===== config.mk =====
export PLATFORM = sky130hd
export DESIGN_NAME = ow_host_port
export DESIGN_NICKNAME = d
export VERILOG_FILES = /design/src/rtl/ow_host_pkg.sv /design/src/rtl/ow_sync.sv /design/src/rtl/ow_host_ctl.sv /design/src/rtl/ow_host_dp.sv /design/src/rtl/ow_host_port.sv
export SDC_FILE = /design/constraint.sdc
export NUM_CORES = 1
export LEC_CHECK = 0
export BUFFER_PORTS_ARGS = -buffer_cell sky130_fd_sc_hd__buf_2
export CAP_MARGIN = 10
export CORE_MARGIN = 1.5
export CORE_UTILIZATION = 55
export DETAILED_ROUTE_END_ITERATION = 8
export GPL_TIMING_DRIVEN = 0
export MAX_ROUTING_LAYER = met4
export PLACE_DENSITY = 0.84
export SLEW_MARGIN = 20
export SYNTH_ARGS = -nofsm -noshare
export SYNTH_HDL_FRONTEND = slang
export SYNTH_SLANG_ARGS = --single-unit
export TNS_END_PERCENT = 5

===== constraint.sdc =====
create_clock -name clk -period 3 [get_ports clk]
set_input_delay 0.6 -clock clk [delete_from_list [all_inputs] [get_ports clk]]
set_output_delay 0.6 -clock clk [all_outputs]
set_load 0.02 [all_outputs]

===== src/rtl/ow_host_pkg.sv =====
package ow_host_pkg;

  typedef enum logic [1:0] {
    KIND_BIT = 2'd0,
    KIND_WR0 = 2'd1,
    KIND_RST = 2'd2
  } slotKind_e;

  typedef enum logic [2:0] {
    ST_IDLE,
    ST_STAG,
    ST_BUSY,
    ST_WAIT,
    ST_LOWHOLD,
    ST_TOGGLE
  } ctlState_e;

  // strobes from control to datapath
  typedef struct packed {
    logic       capture;
    logic       takeBit;
    logic       watchChain;
    logic       decideLast;
    logic       forceEn;
    logic [1:0] forceVal;   // bit0 -> output 1, bit1 -> output 2
    logic       hideChain;
  } ctlStrobe_t;

endpackage


===== src/rtl/ow_sync.sv =====
module ow_sync #(
  parameter int              WIDTH   = 1,
  parameter int              STAGES  = 2,
  parameter logic [WIDTH-1:0] RST_VAL = '1
) (
  input  logic             clk,
  input  logic             rstN,
  input  logic [WIDTH-1:0] din,
  output logic [WIDTH-1:0] dout
);
  // STAGES must be at least 2
  logic [STAGES-1:0][WIDTH-1:0] stg;

  always_ff @(posedge clk or negedge rstN) begin
    if (!rstN) stg <= {STAGES{RST_VAL}};
    else       stg <= {stg[STAGES-2:0], din};
  end

  assign dout = stg[STAGES-1];
endmodule


===== src/rtl/ow_host_ctl.sv =====
module ow_host_ctl
  import ow_host_pkg::*;
#(
  parameter int STAGGER_US = 2
) (
  input  logic       clk,
  input  logic       rstN,
  input  logic       tickUs,
  input  logic       eniS,
  input  logic       cmdD,
  input  logic       cmdR,
  input  logic       slotDone,
  input  logic       bitSaved,
  input  logic       odMode,
  input  logic       capIsRst,
  output ctlStrobe_t strb,
  output logic       slotStart,
  output slotKind_e  slotKind
);
  localparam int CW = $clog2(STAGGER_US + 1);
  localparam logic [CW-1:0] STAG_LAST = CW'(STAGGER_US - 1);

  ctlState_e state, nxt;
  logic [CW-1:0] stagCnt;
  logic eniPrev, dclkPrev;
  logic eniFall, dclkFall, cmdToggle;

  always_ff @(posedge clk or negedge rstN) begin
    if (!rstN) begin
      eniPrev  <= 1'b1;
      dclkPrev <= 1'b1;
    end else begin
      eniPrev  <= eniS;
      dclkPrev <= cmdD;
    end
  end

  assign eniFall   = eniPrev & ~eniS;
  assign dclkFall  = dclkPrev & ~cmdD;
  assign cmdToggle = ~cmdD & ~cmdR;

  always_comb begin
    case ({cmdD, cmdR})
      2'b01:   slotKind = KIND_WR0;
      2'b10:   slotKind = KIND_RST;
      default: slotKind = KIND_BIT;
    endcase
  end

  always_comb begin
    nxt       = state;
    strb      = '0;
    slotStart = 1'b0;
    case (state)
      ST_IDLE: begin
        if (eniFall) begin
          strb.capture = 1'b1;
          if (cmdToggle) nxt = ST_TOGGLE;
          else begin
            slotStart = 1'b1;
            nxt = (slotKind == KIND_RST) ? ST_STAG : ST_BUSY;
          end
        end
      end
      ST_STAG: begin
        strb.forceEn    = 1'b1;
        strb.forceVal   = 2'b10;
        strb.watchChain = 1'b1;
        if (slotDone) begin
          strb.takeBit    = 1'b1;
          strb.decideLast = 1'b1;
          nxt = ST_WAIT;
        end else if (tickUs && stagCnt == STAG_LAST) begin
          nxt = ST_BUSY;
        end
      end
      ST_BUSY: begin
        strb.forceEn    = 1'b1;
        strb.forceVal   = 2'b00;
        strb.watchChain = capIsRst;
        if (slotDone) begin
          strb.takeBit    = 1'b1;
          strb.decideLast = capIsRst;
          nxt = ST_WAIT;
        end
      end
      ST_WAIT: begin
        strb.hideChain = 1'b1;
        if (eniS) nxt = ST_IDLE;
        else if (dclkFall && !bitSaved) nxt = ST_LOWHOLD;
      end
      ST_LOWHOLD: begin
        strb.forceEn  = 1'b1;
        strb.forceVal = 2'b00;
        if (eniS) nxt = ST_IDLE;
      end
      ST_TOGGLE: begin
        if (odMode) strb.hideChain = 1'b1;
        else begin
          strb.forceEn  = 1'b1;
          strb.forceVal = 2'b00;
        end
        if (eniS) nxt = ST_IDLE;
      end
      default: nxt = ST_IDLE;
    endcase
  end

  always_ff @(posedge clk or negedge rstN) begin
    if (!rstN) begin
      state   <= ST_IDLE;
      stagCnt <= '0;
    end else begin
      state <= nxt;
      if (state != ST_STAG) stagCnt <= '0;
      else if (tickUs)      stagCnt <= stagCnt + 1'b1;
    end
  end

  p_start_leaves_idle_r2: assert property (@(posedge clk) disable iff (!rstN)
    slotStart |=> (state == ST_STAG || state == ST_BUSY));

  p_busy_until_done_r3: assert property (@(posedge clk) disable iff (!rstN)
    (state == ST_BUSY && !slotDone) |=> state == ST_BUSY);

  p_stagger_bound_r4: assert property (@(posedge clk) disable iff (!rstN)
    (state == ST_STAG) |-> stagCnt < CW'(STAGGER_US));

  p_low_hold_r6: assert property (@(posedge clk) disable iff (!rstN)
    (state == ST_LOWHOLD && !eniS) |=> state == ST_LOWHOLD);
endmodule


===== src/rtl/ow_host_dp.sv =====
module ow_host_dp
  import ow_host_pkg::*;
(
  input  logic       clk,
  input  logic       rstN,
  input  ctlStrobe_t strb,
  input  logic       cmdD,
  input  logic       cmdR,
  input  logic       slotBit,
  input  logic [1:0] chainRaw,
  input  logic [1:0] chainSync,
  input  logic       enInRaw,
  output logic [1:0] statOut,
  output logic       enOut,
  output logic       bitSaved,
  output logic       odMode,
  output logic       lastDev,
  output logic       capIsRst
);
  logic capD, capR, seen, seenNow;

  assign seenNow  = strb.watchChain & ~chainSync[0] & chainSync[1];
  assign capIsRst = capD & ~capR;

  always_ff @(posedge clk or negedge rstN) begin
    if (!rstN) begin
      capD     <= 1'b1;
      capR     <= 1'b1;
      bitSaved <= 1'b1;
      odMode   <= 1'b0;
      seen     <= 1'b0;
      lastDev  <= 1'b0;
    end else begin
      if (strb.capture) begin
        capD <= cmdD;
        capR <= cmdR;
        if (!cmdD && !cmdR) odMode <= ~odMode;
      end
      if (strb.takeBit) bitSaved <= slotBit;
      if (strb.capture)  seen <= 1'b0;
      else if (seenNow)  seen <= 1'b1;
      if (strb.decideLast) lastDev <= ~(seen | seenNow);
    end
  end

  for (genvar c = 0; c < 2; c++) begin : g_chan
    always_comb begin
      if (strb.forceEn)                    statOut[c] = strb.forceVal[c];
      else if (strb.hideChain && lastDev)  statOut[c] = 1'b1;
      else                                 statOut[c] = chainRaw[c];
    end
  end

  assign enOut = lastDev | enInRaw;

  p_od_only_toggle_r8: assert property (@(posedge clk) disable iff (!rstN)
    !(strb.capture && !cmdD && !cmdR) |=> $stable(odMode));

  p_last_only_on_reset_r9: assert property (@(posedge clk) disable iff (!rstN)
    !strb.decideLast |=> $stable(lastDev));
endmodule


===== src/rtl/ow_host_port.sv =====
module ow_host_port
  import ow_host_pkg::*;
#(
  parameter int STAGGER_US  = 2,
  parameter int SYNC_STAGES = 2
) (
  input  logic       clk,
  input  logic       rstN,
  input  logic       tickUs,
  input  logic       enIn,
  input  logic       cmdDataClk,
  input  logic       cmdReset,
  input  logic       chainIn1,
  input  logic       chainIn2,
  output logic       statOut1,
  output logic       statOut2,
  output logic       enOut,
  output logic       slotStart,
  output logic [1:0] slotKind,
  output logic       slotFast,
  input  logic       slotDone,
  input  logic       slotBit
);
  localparam int NSYNC = 5;

  logic [NSYNC-1:0] syncOut;
  logic       eniS, cmdD, cmdR;
  logic [1:0] chainSync, statVec;
  logic       bitSaved, odMode, lastDev, capIsRst;
  ctlStrobe_t strb;
  slotKind_e  kindE;

  ow_sync #(.WIDTH(NSYNC), .STAGES(SYNC_STAGES), .RST_VAL('1)) u_sync (
    .clk (clk),
    .rstN(rstN),
    .din ({chainIn2, chainIn1, cmdReset, cmdDataClk, enIn}),
    .dout(syncOut)
  );

  assign eniS      = syncOut[0];
  assign cmdD      = syncOut[1];
  assign cmdR      = syncOut[2];
  assign chainSync = syncOut[4:3];

  ow_host_ctl #(.STAGGER_US(STAGGER_US)) u_ctl (
    .clk      (clk),
    .rstN     (rstN),
    .tickUs   (tickUs),
    .eniS     (eniS),
    .cmdD     (cmdD),
    .cmdR     (cmdR),
    .slotDone (slotDone),
    .bitSaved (bitSaved),
    .odMode   (odMode),
    .capIsRst (capIsRst),
    .strb     (strb),
    .slotStart(slotStart),
    .slotKind (kindE)
  );

  ow_host_dp u_dp (
    .clk      (clk),
    .rstN     (rstN),
    .strb     (strb),
    .cmdD     (cmdD),
    .cmdR     (cmdR),
    .slotBit  (slotBit),
    .chainRaw ({chainIn2, chainIn1}),
    .chainSync(chainSync),
    .enInRaw  (enIn),
    .statOut  (statVec),
    .enOut    (enOut),
    .bitSaved (bitSaved),
    .odMode   (odMode),
    .lastDev  (lastDev),
    .capIsRst (capIsRst)
  );

  assign statOut1 = statVec[0];
  assign statOut2 = statVec[1];
  assign slotKind = kindE;
  assign slotFast = odMode;
endmodule


==> flow_metrics.tcl <==
set metrics [dict create \
    fillers 140 \
    clock_skew_ps 1.678 \
    drtIter0Drc 24 \
    postSynthAreaPerCell_um2 10.89 \
    rr_worst_depth 5 \
    dp.cells 138 \
    track_usage 0.2161 \
    synth.distinct_cells 34 \
    cp_max_fo 10 \
    ctsResizeCount 0 \
    critical_path_class "reg2out" \
    ant_nets 0 \
    ys_ff_latch 23 \
    cts_made_buffers 3 \
    die_area_mm2 0.002192 \
    ios 17 \
    dr.pass1.iters 4 \
    swShare 0.3853 \
    antenna_found_initial 0 \
    overflow 0 \
    area_growth_pct 13.03 \
    required_ps 2400 \
    power_density_mw_per_mm2 878.0 \
    syn_area_mm2 0.001056 \
    syn-num-nets 108 \
    cts_tree "done" \
    end_kind "output pin" \
    root_buffer "clkbuf_4" \
    min_period_ps 2462 \
    rsz0062_at_grt "no" \
    drc 0 \
    drv_cap 0 \
    ctsHoldBuffers 0 \
    grt_pass1_vias 710 \
    hold_path.class "in2async" \
    hold_viol 0 \
    cts_buffer_depth 2 \
    rr_startpoint "u_ctl.state[1]" \
    dp_slack_ps 877.0 \
    routed_wl_mm 1.975 \
    power_mw 1.048 \
    pwr-share-clk 0.128 \
    endpoint "statOut1" \
    leakagePower_nw 0.4971 \
    antenna_cells 0 \
    hold_ws_ps 238.2 \
    ys_warn_count 0 \
    fin_crit_sh 0.8207 \
    setup_viol 0 \
    rr_endpoint "u_ctl.state[2]" \
    hpwl_mm 1.510 \
    r2r_slack_ps 1310 \
    core_mm2 0.001764 \
    clk_pin_slew_ps 110 \
    ir_worst_vdd_mv 0.5693 \
    layout_commonest_cell "buf_2" \
    p_int_mw 0.6442 \
    cp_num_cells 5 \
    cts_setup_buffers 0 \
    die_h_um 46.82 \
    port_buffers 16 \
    final_nets 129 \
    worstPathArrival_ps 1860 \
    vias 816 \
    status "finished clean" \
    wl_per_cell_um 13.91 \
    rows 15 \
    crit_buf_inv 2 \
    gp_congestion 0.9714 \
    setup_slack_ps 537.8 \
    cp-startpoint "u_ctl.state[1]" \
    seqPwrFrac 0.451 \
    grt_pass1_wl_mm 3.194 \
    numClockSinks 23 \
    max_slew_margin 0.6850 \
    cp_cell_sequence "clkbuf_1, nor2_1, a22oi_1, o221ai_1, buf_2" \
    tightest_slew_ps 472.5 \
    drive_gt1_frac 0.3333 \
    max_stage_delay_ps 470 \
    grt_max_degree 24 \
    finalSetupTns_ps 0 \
    p_sw_mw 0.4039 \
    layout_common_cells "16 x buf_2, 15 x dfstp_2, 9 x a21oi_1" \
    htreeDepth 1 \
    netlist_instances 97 \
    seq_area_frac_synth 0.5628 \
    fin_cells 142 \
    finalMaxSlewViolations 0 \
    routed_via_density 5.746 \
    max_freq_mhz 406.1 \
    die_w_um 46.82 \
    start_kind "register" \
    p_comb_frac 0.422 \
    clock_latency_ps 300 \
    start_util 0.5986 \
    slowest_stage "dfrtp_1" \
    cpLargestDelayFamily "flip-flops" \
]
layout make-up:
type | instances | area [um2] | share of cell area
timing repair buffer | 16 | 80.08 | 0.06709
multi-input combinational | 66 | 431.7 | 0.3616
clock buffer | 4 | 26.28 | 0.02201
inverter | 4 | 15.01 | 0.01258
sequential | 23 | 594.3 | 0.4979
tap | 25 | 31.28 | 0.02621
buffer | 4 | 15.01 | 0.01258
cells by family (layout without fill, tap and decap cells):
kind of cell,Yosys count,in the layout,synth area share
AND/OR/NAND/NOR,33,33,0.1754
AO/OA/AOI/OAI,25,25,0.1541
flip-flops,23,23,0.5628
buffers and inverters,8,28,0.02843
multiplexers,4,4,0.04265
XOR/XNOR,3,3,0.02489
adder cells (fa/ha/maj),1,1,0.01185
synthesized netlist by cell type:
master | n | area share
o221ai_1 | 1 | 0.0083
a2111oi_0 | 2 | 0.017
xor2_1 | 1 | 0.0083
or2_2 | 1 | 0.0059
a221oi_1 | 2 | 0.017
nor4_1 | 1 | 0.0059
inv_1 | 4 | 0.014
xnor2_1 | 2 | 0.017
dfrtp_1 | 8 | 0.19
o21ai_0 | 4 | 0.019
nor3_1 | 2 | 0.0095
dfstp_2 | 15 | 0.37
a21o_1 | 1 | 0.0071
mux2_1 | 1 | 0.011
nor4_2 | 1 | 0.012
o211ai_1 | 1 | 0.0071
a21oi_1 | 9 | 0.043
nand2b_1 | 4 | 0.024
a31oi_1 | 1 | 0.0059
clkbuf_1 | 4 | 0.014
nor2_1 | 7 | 0.025
or3b_1 | 1 | 0.0083
nand3b_1 | 1 | 0.0071
o21ba_1 | 1 | 0.0095
nand3_1 | 2 | 0.0095
a32oi_1 | 1 | 0.0083
nand2_1 | 4 | 0.014
ha_1 | 1 | 0.012
o22ai_1 | 1 | 0.0059
nor3b_1 | 1 | 0.0071
mux2_2 | 3 | 0.032
a22oi_1 | 1 | 0.0071
and2_1 | 2 | 0.012
nor2b_1 | 6 | 0.036
power groups by stage:
| stage | combinational, mW | sequential (mW) | clock, mW |
|---|---|---|---|
| 3_3_place_gp | 0.420 | 0.471 | 0 |
| 3_5_place_dp | 0.438 | 0.477 | 0 |
| 6_report | 0.442 | 0.473 | 0.134 |
| 4_1_cts | 0.441 | 0.471 | 0.137 |
| 2_1_floorplan | 0.325 | 0.465 | 0 |
| 5_1_grt | 0.487 | 0.482 | 0.149 |
registers in the layout (all words and copies together), names as in the netlist:
register        count
u_ctl.eniPrev       1
u_dp.odMode         1
u_ctl.stagCnt       2
u_dp.capR           1
u_dp.capD           1
u_sync.dout         5
u_dp.bitSaved       1
u_dp.seen           1
u_sync.stg          5
u_dp.lastDev        1
u_ctl.dclkPrev      1
u_ctl.state         3
per-layer routing:
layer  vias to the layer above  part of all wire  GRT usage
met3                         2             0.076    0.02308
met5                         -                 0          -
li1                        387                 -          -
met2                        38              0.50     0.3644
met4                         0            0.0051    0.03889
met1                       389              0.42     0.2864
worst min-delay path by stage:
| stage | cells after the start | start | endpoint | slack [ps] |
|---|---|---|---|---|
| floorplan | 0 | rstN | u_ctl.stagCnt[0] | 300 |
| global placement | 0 | u_sync.stg[2] | u_sync.dout[2] | 350 |
| detailed placement | 0 | u_sync.stg[1] | u_sync.dout[1] | 350 |
| CTS | 1 | rstN | u_ctl.stagCnt[0] | 250 |
| global route | 1 | rstN | u_ctl.state[2] | 270 |
| finish | 1 | rstN | u_ctl.stagCnt[0] | 240 |
per-stage QoR:
| step | utilization | instance area (um2) |
|---|---|---|
| 2_1_floorplan | - | 1056 |
| 3_3_place_gp | 0.6617 | 1167 |
| 3_5_place_dp | 0.6617 | 1167 |
| 4_1_cts | 0.6766 | 1194 |
| 5_1_grt | 0.6766 | 1194 |
| 6_report | 0.6766 | 1194 |
No activity file was read; power rests on OpenSTA's default activity.
